`config.mk`:
```
export PLATFORM = sky130hd
export DESIGN_NAME = intr_regbank
export DESIGN_NICKNAME = d
export VERILOG_FILES = /design/src/rtl/intr_pkg.sv /design/src/rtl/intr_src_bit.sv /design/src/rtl/intr_abort_cap.sv /design/src/rtl/intr_rd_decode.sv /design/src/rtl/intr_regbank.sv
export SDC_FILE = /design/constraint.sdc
export NUM_CORES = 1
export LEC_CHECK = 0
export ABC_AREA = 1
export CORE_AREA = 8 8 76 78
export CTS_BUF_LIST = sky130_fd_sc_hd__clkbuf_8
export DETAILED_ROUTE_END_ITERATION = 12
export DIE_AREA = 0 0 84 86
export DONT_BUFFER_PORTS = 1
export PLACE_DENSITY_LB_ADDON = 0.1
export SYNTH_ARGS = -nofsm -noshare
export SYNTH_HDL_FRONTEND = slang
export SYNTH_SLANG_ARGS = --single-unit
```
`constraint.sdc`:
```
create_clock -name clk -period 6.9 [get_ports clk]
set_clock_uncertainty 0.2 [all_clocks]
set_input_delay 2.07 -clock clk [delete_from_list [all_inputs] [get_ports clk]]
set_output_delay 2.07 -clock clk [all_outputs]
set_load 0.01 [all_outputs]
```
`src/rtl/intr_pkg.sv`:
```
package intr_pkg;
   localparam int NSRC_DEF  = 12;
   localparam int ABW_DEF   = 13;
   localparam int RXF_BIT   = 2;
   localparam int TXE_BIT   = 4;
   localparam int ABRT_BIT  = 6;
   localparam logic [31:0] LEVEL_SRC = (32'd1 << RXF_BIT) | (32'd1 << TXE_BIT);
   localparam logic [31:0] DEFAULT_EN = 32'h0000_0254;
   localparam logic [31:0] ABRT_VALID = 32'h0000_1EBF;

   localparam int IDX_MASK   = 0;
   localparam int IDX_MSTAT  = 1;
   localparam int IDX_RAW    = 2;
   localparam int IDX_CLRALL = 3;
   localparam int IDX_CLR0   = 4;
   localparam int IDX_ABRT   = 14;

   function automatic int clr_slot(input int src, input logic [31:0] lvl);
      int n;
      n = 0;
      for (int k = 0; k < src; k++)
         if (!lvl[k]) n++;
      return n;
   endfunction

   function automatic int edge_count(input int nsrc, input logic [31:0] lvl);
      int n;
      n = 0;
      for (int k = 0; k < nsrc; k++)
         if (!lvl[k]) n++;
      return n;
   endfunction
endpackage

```
`src/rtl/intr_src_bit.sv`:
```
module intr_src_bit #(
   parameter bit IS_LEVEL = 1'b0
) (
   input  logic clk,
   input  logic rst,
   input  logic d,
   input  logic clr,
   output logic q
);
   generate
      if (IS_LEVEL) begin : g_level
         logic unused_clr;
         assign unused_clr = clr;
         always_ff @(posedge clk) begin
            if (rst) q <= 1'b0;
            else     q <= d;
         end
      end else begin : g_sticky
         always_ff @(posedge clk) begin
            if (rst)    q <= 1'b0;
            else if (d) q <= 1'b1;
            else if (clr) q <= 1'b0;
         end
      end
   endgenerate
endmodule

```
`src/rtl/intr_abort_cap.sv`:
```
module intr_abort_cap #(
   parameter int          ABW   = 13,
   parameter logic [31:0] VALID = 32'h0000_1EBF
) (
   input  logic           clk,
   input  logic           rst,
   input  logic           capture,
   input  logic [ABW-1:0] cause,
   input  logic           clr,
   output logic [ABW-1:0] src
);
   localparam logic [ABW-1:0] KEEP = VALID[ABW-1:0];

   logic [ABW-1:0] cause_ok;
   assign cause_ok = cause & KEEP;

   always_ff @(posedge clk) begin
      if (rst)
         src <= '0;
      else if (capture)
         src <= clr ? cause_ok : (src | cause_ok);
      else if (clr)
         src <= '0;
   end
endmodule

```
`src/rtl/intr_rd_decode.sv`:
```
module intr_rd_decode
   import intr_pkg::*;
#(
   parameter int          NSRC  = 12,
   parameter int          ABW   = 13,
   parameter int          AW    = 4,
   parameter int          DW    = 16,
   parameter logic [31:0] LVL   = 32'h14,
   parameter int          TXA   = 6
) (
   input  logic            rd_en,
   input  logic            wr_en,
   input  logic [AW-1:0]   addr,
   input  logic [NSRC-1:0] raw,
   input  logic [NSRC-1:0] mask,
   input  logic [ABW-1:0]  abrt,
   output logic [DW-1:0]   rdata,
   output logic [NSRC-1:0] clr_vec,
   output logic            clr_abrt,
   output logic            mask_we
);
   localparam logic [NSRC-1:0] LVLM = LVL[NSRC-1:0];
   localparam logic [NSRC-1:0] EDGEM = ~LVLM;

   assign mask_we  = wr_en && (addr == AW'(IDX_MASK));
   assign clr_abrt = clr_vec[TXA];

   always_comb begin
      rdata   = '0;
      clr_vec = '0;
      if (addr == AW'(IDX_MASK))
         rdata[NSRC-1:0] = mask;
      else if (addr == AW'(IDX_MSTAT))
         rdata[NSRC-1:0] = raw & mask;
      else if (addr == AW'(IDX_RAW))
         rdata[NSRC-1:0] = raw;
      else if (addr == AW'(IDX_ABRT))
         rdata[ABW-1:0] = abrt;
      else if (addr == AW'(IDX_CLRALL)) begin
         rdata[0] = |(raw & EDGEM);
         clr_vec  = rd_en ? EDGEM : '0;
      end else begin
         for (int i = 0; i < NSRC; i++) begin
            if (!LVLM[i] && addr == AW'(IDX_CLR0 + clr_slot(i, LVL))) begin
               rdata[0]   = raw[i];
               clr_vec[i] = rd_en;
            end
         end
      end
      if (!rd_en) rdata = '0;
   end
endmodule

```
`src/rtl/intr_regbank.sv`:
```
module intr_regbank
   import intr_pkg::*;
#(
   parameter int          NSRC     = NSRC_DEF,
   parameter int          ABW      = ABW_DEF,
   parameter int          AW       = 4,
   parameter int          DW       = 16,
   parameter logic [31:0] MASK_RST = 32'h0
) (
   input  logic            clk,
   input  logic            rst,
   input  logic [NSRC-1:0] evt_pulse,
   input  logic            lvl_rx_full,
   input  logic            lvl_tx_empty,
   input  logic [ABW-1:0]  abrt_cause,
   input  logic            rd_en,
   input  logic            wr_en,
   input  logic [AW-1:0]   addr,
   input  logic [DW-1:0]   wdata,
   output logic [DW-1:0]   rdata,
   output logic            irq
);
   localparam logic [NSRC-1:0] LVLM   = LEVEL_SRC[NSRC-1:0];
   localparam int              NEDGE  = edge_count(NSRC, LEVEL_SRC);
   localparam int              NREGS  = IDX_ABRT + 1;

   generate
      if (DW < ABW || DW < NSRC) begin : g_bad_dw
         $error("intr_regbank: DW too narrow for status or abort word");
      end
      if ((1 << AW) < NREGS) begin : g_bad_aw
         $error("intr_regbank: AW cannot reach every register");
      end
      if (IDX_CLR0 + NEDGE > IDX_ABRT) begin : g_bad_map
         $error("intr_regbank: clear locations overlap abort register");
      end
      if (NSRC <= TXE_BIT || NSRC <= ABRT_BIT) begin : g_bad_nsrc
         $error("intr_regbank: NSRC must cover the fixed source bits");
      end
   endgenerate

   logic [NSRC-1:0] raw_q;
   logic [NSRC-1:0] mask_q;
   logic [ABW-1:0]  abrt_q;
   logic [NSRC-1:0] clr_vec;
   logic [NSRC-1:0] lvl_vec;
   logic            clr_abrt;
   logic            mask_we;
   logic            irq_q;

   always_comb begin
      lvl_vec          = '0;
      lvl_vec[RXF_BIT] = lvl_rx_full;
      lvl_vec[TXE_BIT] = lvl_tx_empty;
   end

   generate
      for (genvar i = 0; i < NSRC; i++) begin : g_src
         if (LVLM[i]) begin : g_lvl
            intr_src_bit #(.IS_LEVEL(1'b1)) u_bit (
               .clk(clk), .rst(rst), .d(lvl_vec[i]), .clr(clr_vec[i]), .q(raw_q[i])
            );
         end else begin : g_edge
            intr_src_bit #(.IS_LEVEL(1'b0)) u_bit (
               .clk(clk), .rst(rst), .d(evt_pulse[i]), .clr(clr_vec[i]), .q(raw_q[i])
            );
         end
      end
   endgenerate

   logic unused_bits;
   assign unused_bits = ^{evt_pulse & LVLM, lvl_vec & ~LVLM, wdata[DW-1:NSRC]};

   intr_abort_cap #(.ABW(ABW), .VALID(ABRT_VALID)) u_abrt (
      .clk(clk), .rst(rst), .capture(evt_pulse[ABRT_BIT]),
      .cause(abrt_cause), .clr(clr_abrt), .src(abrt_q)
   );

   intr_rd_decode #(
      .NSRC(NSRC), .ABW(ABW), .AW(AW), .DW(DW), .LVL(LEVEL_SRC), .TXA(ABRT_BIT)
   ) u_dec (
      .rd_en(rd_en), .wr_en(wr_en), .addr(addr), .raw(raw_q), .mask(mask_q),
      .abrt(abrt_q), .rdata(rdata), .clr_vec(clr_vec), .clr_abrt(clr_abrt),
      .mask_we(mask_we)
   );

   always_ff @(posedge clk) begin
      if (rst)          mask_q <= MASK_RST[NSRC-1:0];
      else if (mask_we) mask_q <= wdata[NSRC-1:0];
   end

   always_ff @(posedge clk) begin
      if (rst) irq_q <= 1'b0;
      else     irq_q <= |(raw_q & mask_q);
   end

   assign irq = irq_q;
endmodule

```
==> reports/qor.txt <==
Synth async-reset ratio -> 0
required time worst endpoint -> 4630 ps
RSZ-0062 raised after global routing -> false
Synth Area in XOR/XNOR -> 0
Setup CP Type -> in -> out
Simple-Gate Fraction of Synth Area -> 0.2383
crit end category -> output port
synth top area cells -> dfxtp_1 36%, nand2_1 9.7%, a21oi_1 7.5%
Fin. Hold Viols -> 0
main combinational cell family by area after synthesis -> compound AO/OA/AOI/OAI gates
Avg Inst Size Synth -> 7.013 sq um
Fin Setup TNS -> 0 ps
final wirelength -> 5858 microns
Critical Path Start Type -> primary input
power density cells -> 212.5 mW/mm^2
met2 Use GR -> 0.2681
met1 usage -> 0.1975
CTS HTree Levels -> 2
fin. max-slew vios -> 0
post-synthesis mux area share -> 0
worst hold slack -> 259.2 ps
Period minus WS final -> 5863 ps
Netlist Area Pre-Place -> 0.002006 sq mm
Fillers -> 520
worst r2r src -> g_src[0].g_edge.u_bit.q$_SDFFE_PP0P_
drc violations -> 0
Synth area leader -> dfxtp_1
I/O Buffers -> 0
Commonest cells post-synth -> 52 x nand2_1, 36 x dfxtp_1, 35 x inv_1, 30 x a21oi_1, 29 x o21ai_0
core area -> 0.004598 sq mm
outcome -> completed
Min-Delay Path Class -> reg -> reg
busiest layer in global routing -> met2
Rel. slew slack -> 0.5942
peak supply drop -> 126.5 uV
hold buffer count at cts -> 0
GP Congestion -> 0.9203
Clk Latency, worst-skew pair -> 290 ps
Distinct cells, synth -> 36
via count -> 1896
CP Capture Point -> rdata[9]
Reg clk slew, reported paths -> 60 ps
worst reg-to-reg setup slack -> 5530 ps
ys flop type -> dfxtp_1
antenna violations before repair -> 0
clock root buffer master -> clkbuf_8
DR WL/cell -> 17.49 microns
vias in the first global route -> 1875
Max Cap Viol -> 0
I/O Pins -> 68
r2r endpoint -> irq$_SDFF_PP0_
fin area -> 0.002069 sq mm
die area -> 0.007224 sq mm
Final Cycle Share -> 0.8497
reg2reg path depth -> 6
Lkg Pwr -> 0.7812 nW
clock buffer depth -> 2
All-Layer GR Usage -> 0.1634
Final HPWL DP -> 4547 microns
vias per cell -> 5.660
Pre-antenna DRT Iters -> 4
Yosys warning count -> 0
worst-margin pin slew -> 607.2 ps
Syn-to-layout area delta -> 3.181%
EDFF count, synth -> 0
Detailed Route Iter0 Violations -> 168
largest net degree at the start of global routing -> 25
Initial Utilization -> 0.4362
sequential area share after synthesis -> 0.3593
first-pass GRT wire length -> 9459 microns
proportion of layout cells with a drive suffix above 1 -> 0.07473
ANT cells -> 0
maximum fanout along the worst path -> 12
Die Height -> 86 microns
nets -> 332
post-synth top area share -> 0.3593
Die X -> 84 microns
worst setup path startpoint -> addr[1]
global route overflow -> 0
Synth Area in Compound Gates -> 0.2726
Synth Register Bits -> 36
fmax -> 170.6 MHz
most common cell in the netlist -> nand2_1
CTS tree -> yes
Rows -> 25
final setup vio count -> 0
Post-Synth Adder-Cell Area -> 0
total power -> 0.0004397 W
post-CTS setup buffer count -> 0
cts bufs inserted -> 5
clk sink count -> 36
cell count after synthesis -> 286
arrival time worst endpoint -> 3590 ps
post-cts sizing count -> 0
GRT met3 Usage -> 0.05403
Post-DP Area -> 0.001973 sq mm
Routed Antenna Nets -> 0
[layer usage]
layer | vias up | share of wire
met5 | - | 0
met4 | 0 | 0.018
met3 | 11 | 0.067
met2 | 58 | 0.48
met1 | 870 | 0.43
li1 | 957 | -
[placed cells by master (no fill, tap or decap), drive strengths merged]
cell	count
clkinv	1
a21oi	31
clkbuf	7
conb	3
nor3	2
o21ai	29
a311oi	6
a31oi	1
o21a	2
dfxtp	36
o22ai	1
a211oi	12
nand2	52
a41oi	1
nand4	3
a221oi	5
o2111ai	1
inv	38
nor3b	1
nor4	1
nand3	18
nor2	30
[critical path: stages]
cell and delay (ps):
inv_1 40, nor2_2 360, nand2_1 300, o21ai_0 370, a211oi_1 90, a211oi_1 360
[sequential cells by signal, indices dropped and copies added (netlist names)]
signal,flops
g_src.g_edge.u_bit.q,10
g_src.g_lvl.u_bit.q,2
irq,1
u_abrt.src,11
mask_q,12
[stage by stage]
step	std cells	setup slack [ps]	utilization
2_1_floorplan	288	1670	-
3_3_place_gp	328	1041	0.4291
3_5_place_dp	328	1015	0.4291
4_1_cts	335	1018	0.4501
5_1_grt	335	901.8	0.4501
6_report	335	1037	0.4501
[area by class of cell]
class	instances	area [sq um]	area share
Inverter	39	148.9	0.07195
Clock buffer	7	96.34	0.04655
Tap cell	54	67.56	0.03265
Multi-Input combinational cell	199	1036	0.5006
Sequential cell	36	720.7	0.3482
[worst min-delay path by stage]
| stage | endpoint | slack (ps) | cells past startpoint | start |
|---|---|---|---|---|
| 2_1_floorplan | u_abrt.src[12]$_SDFFE_PP0P_ | 230 | 2 | u_abrt.src[12]$_SDFFE_PP0P_ |
| 3_3_place_gp | u_abrt.src[10]$_SDFFE_PP0P_ | 250 | 2 | u_abrt.src[10]$_SDFFE_PP0P_ |
| 3_5_place_dp | u_abrt.src[4]$_SDFFE_PP0P_ | 250 | 2 | u_abrt.src[4]$_SDFFE_PP0P_ |
| 4_1_cts | u_abrt.src[4]$_SDFFE_PP0P_ | 260 | 2 | u_abrt.src[4]$_SDFFE_PP0P_ |
| 5_1_grt | mask_q[0]$_SDFFE_PP0P_ | 300 | 2 | mask_q[0]$_SDFFE_PP0P_ |
| 6_report | u_abrt.src[4]$_SDFFE_PP0P_ | 260 | 2 | u_abrt.src[4]$_SDFFE_PP0P_ |
[logic make-up after synthesis]
family	after synthesis
compound gates	89
buf+inv	53
flops	36
other cells	1
simple gates	107
[where the power goes]
group | internal, W | leakage [nW] | total [W] | switching [W]
combinational | 0.0000160 | 0.434 | 0.0000474 | 0.0000314
sequential | 0.000219 | 0.297 | 0.000229 | 0.0000101
clock | 0.0000890 | 0.0503 | 0.000163 | 0.0000743
No activity file was read; power rests on OpenSTA's default activity.
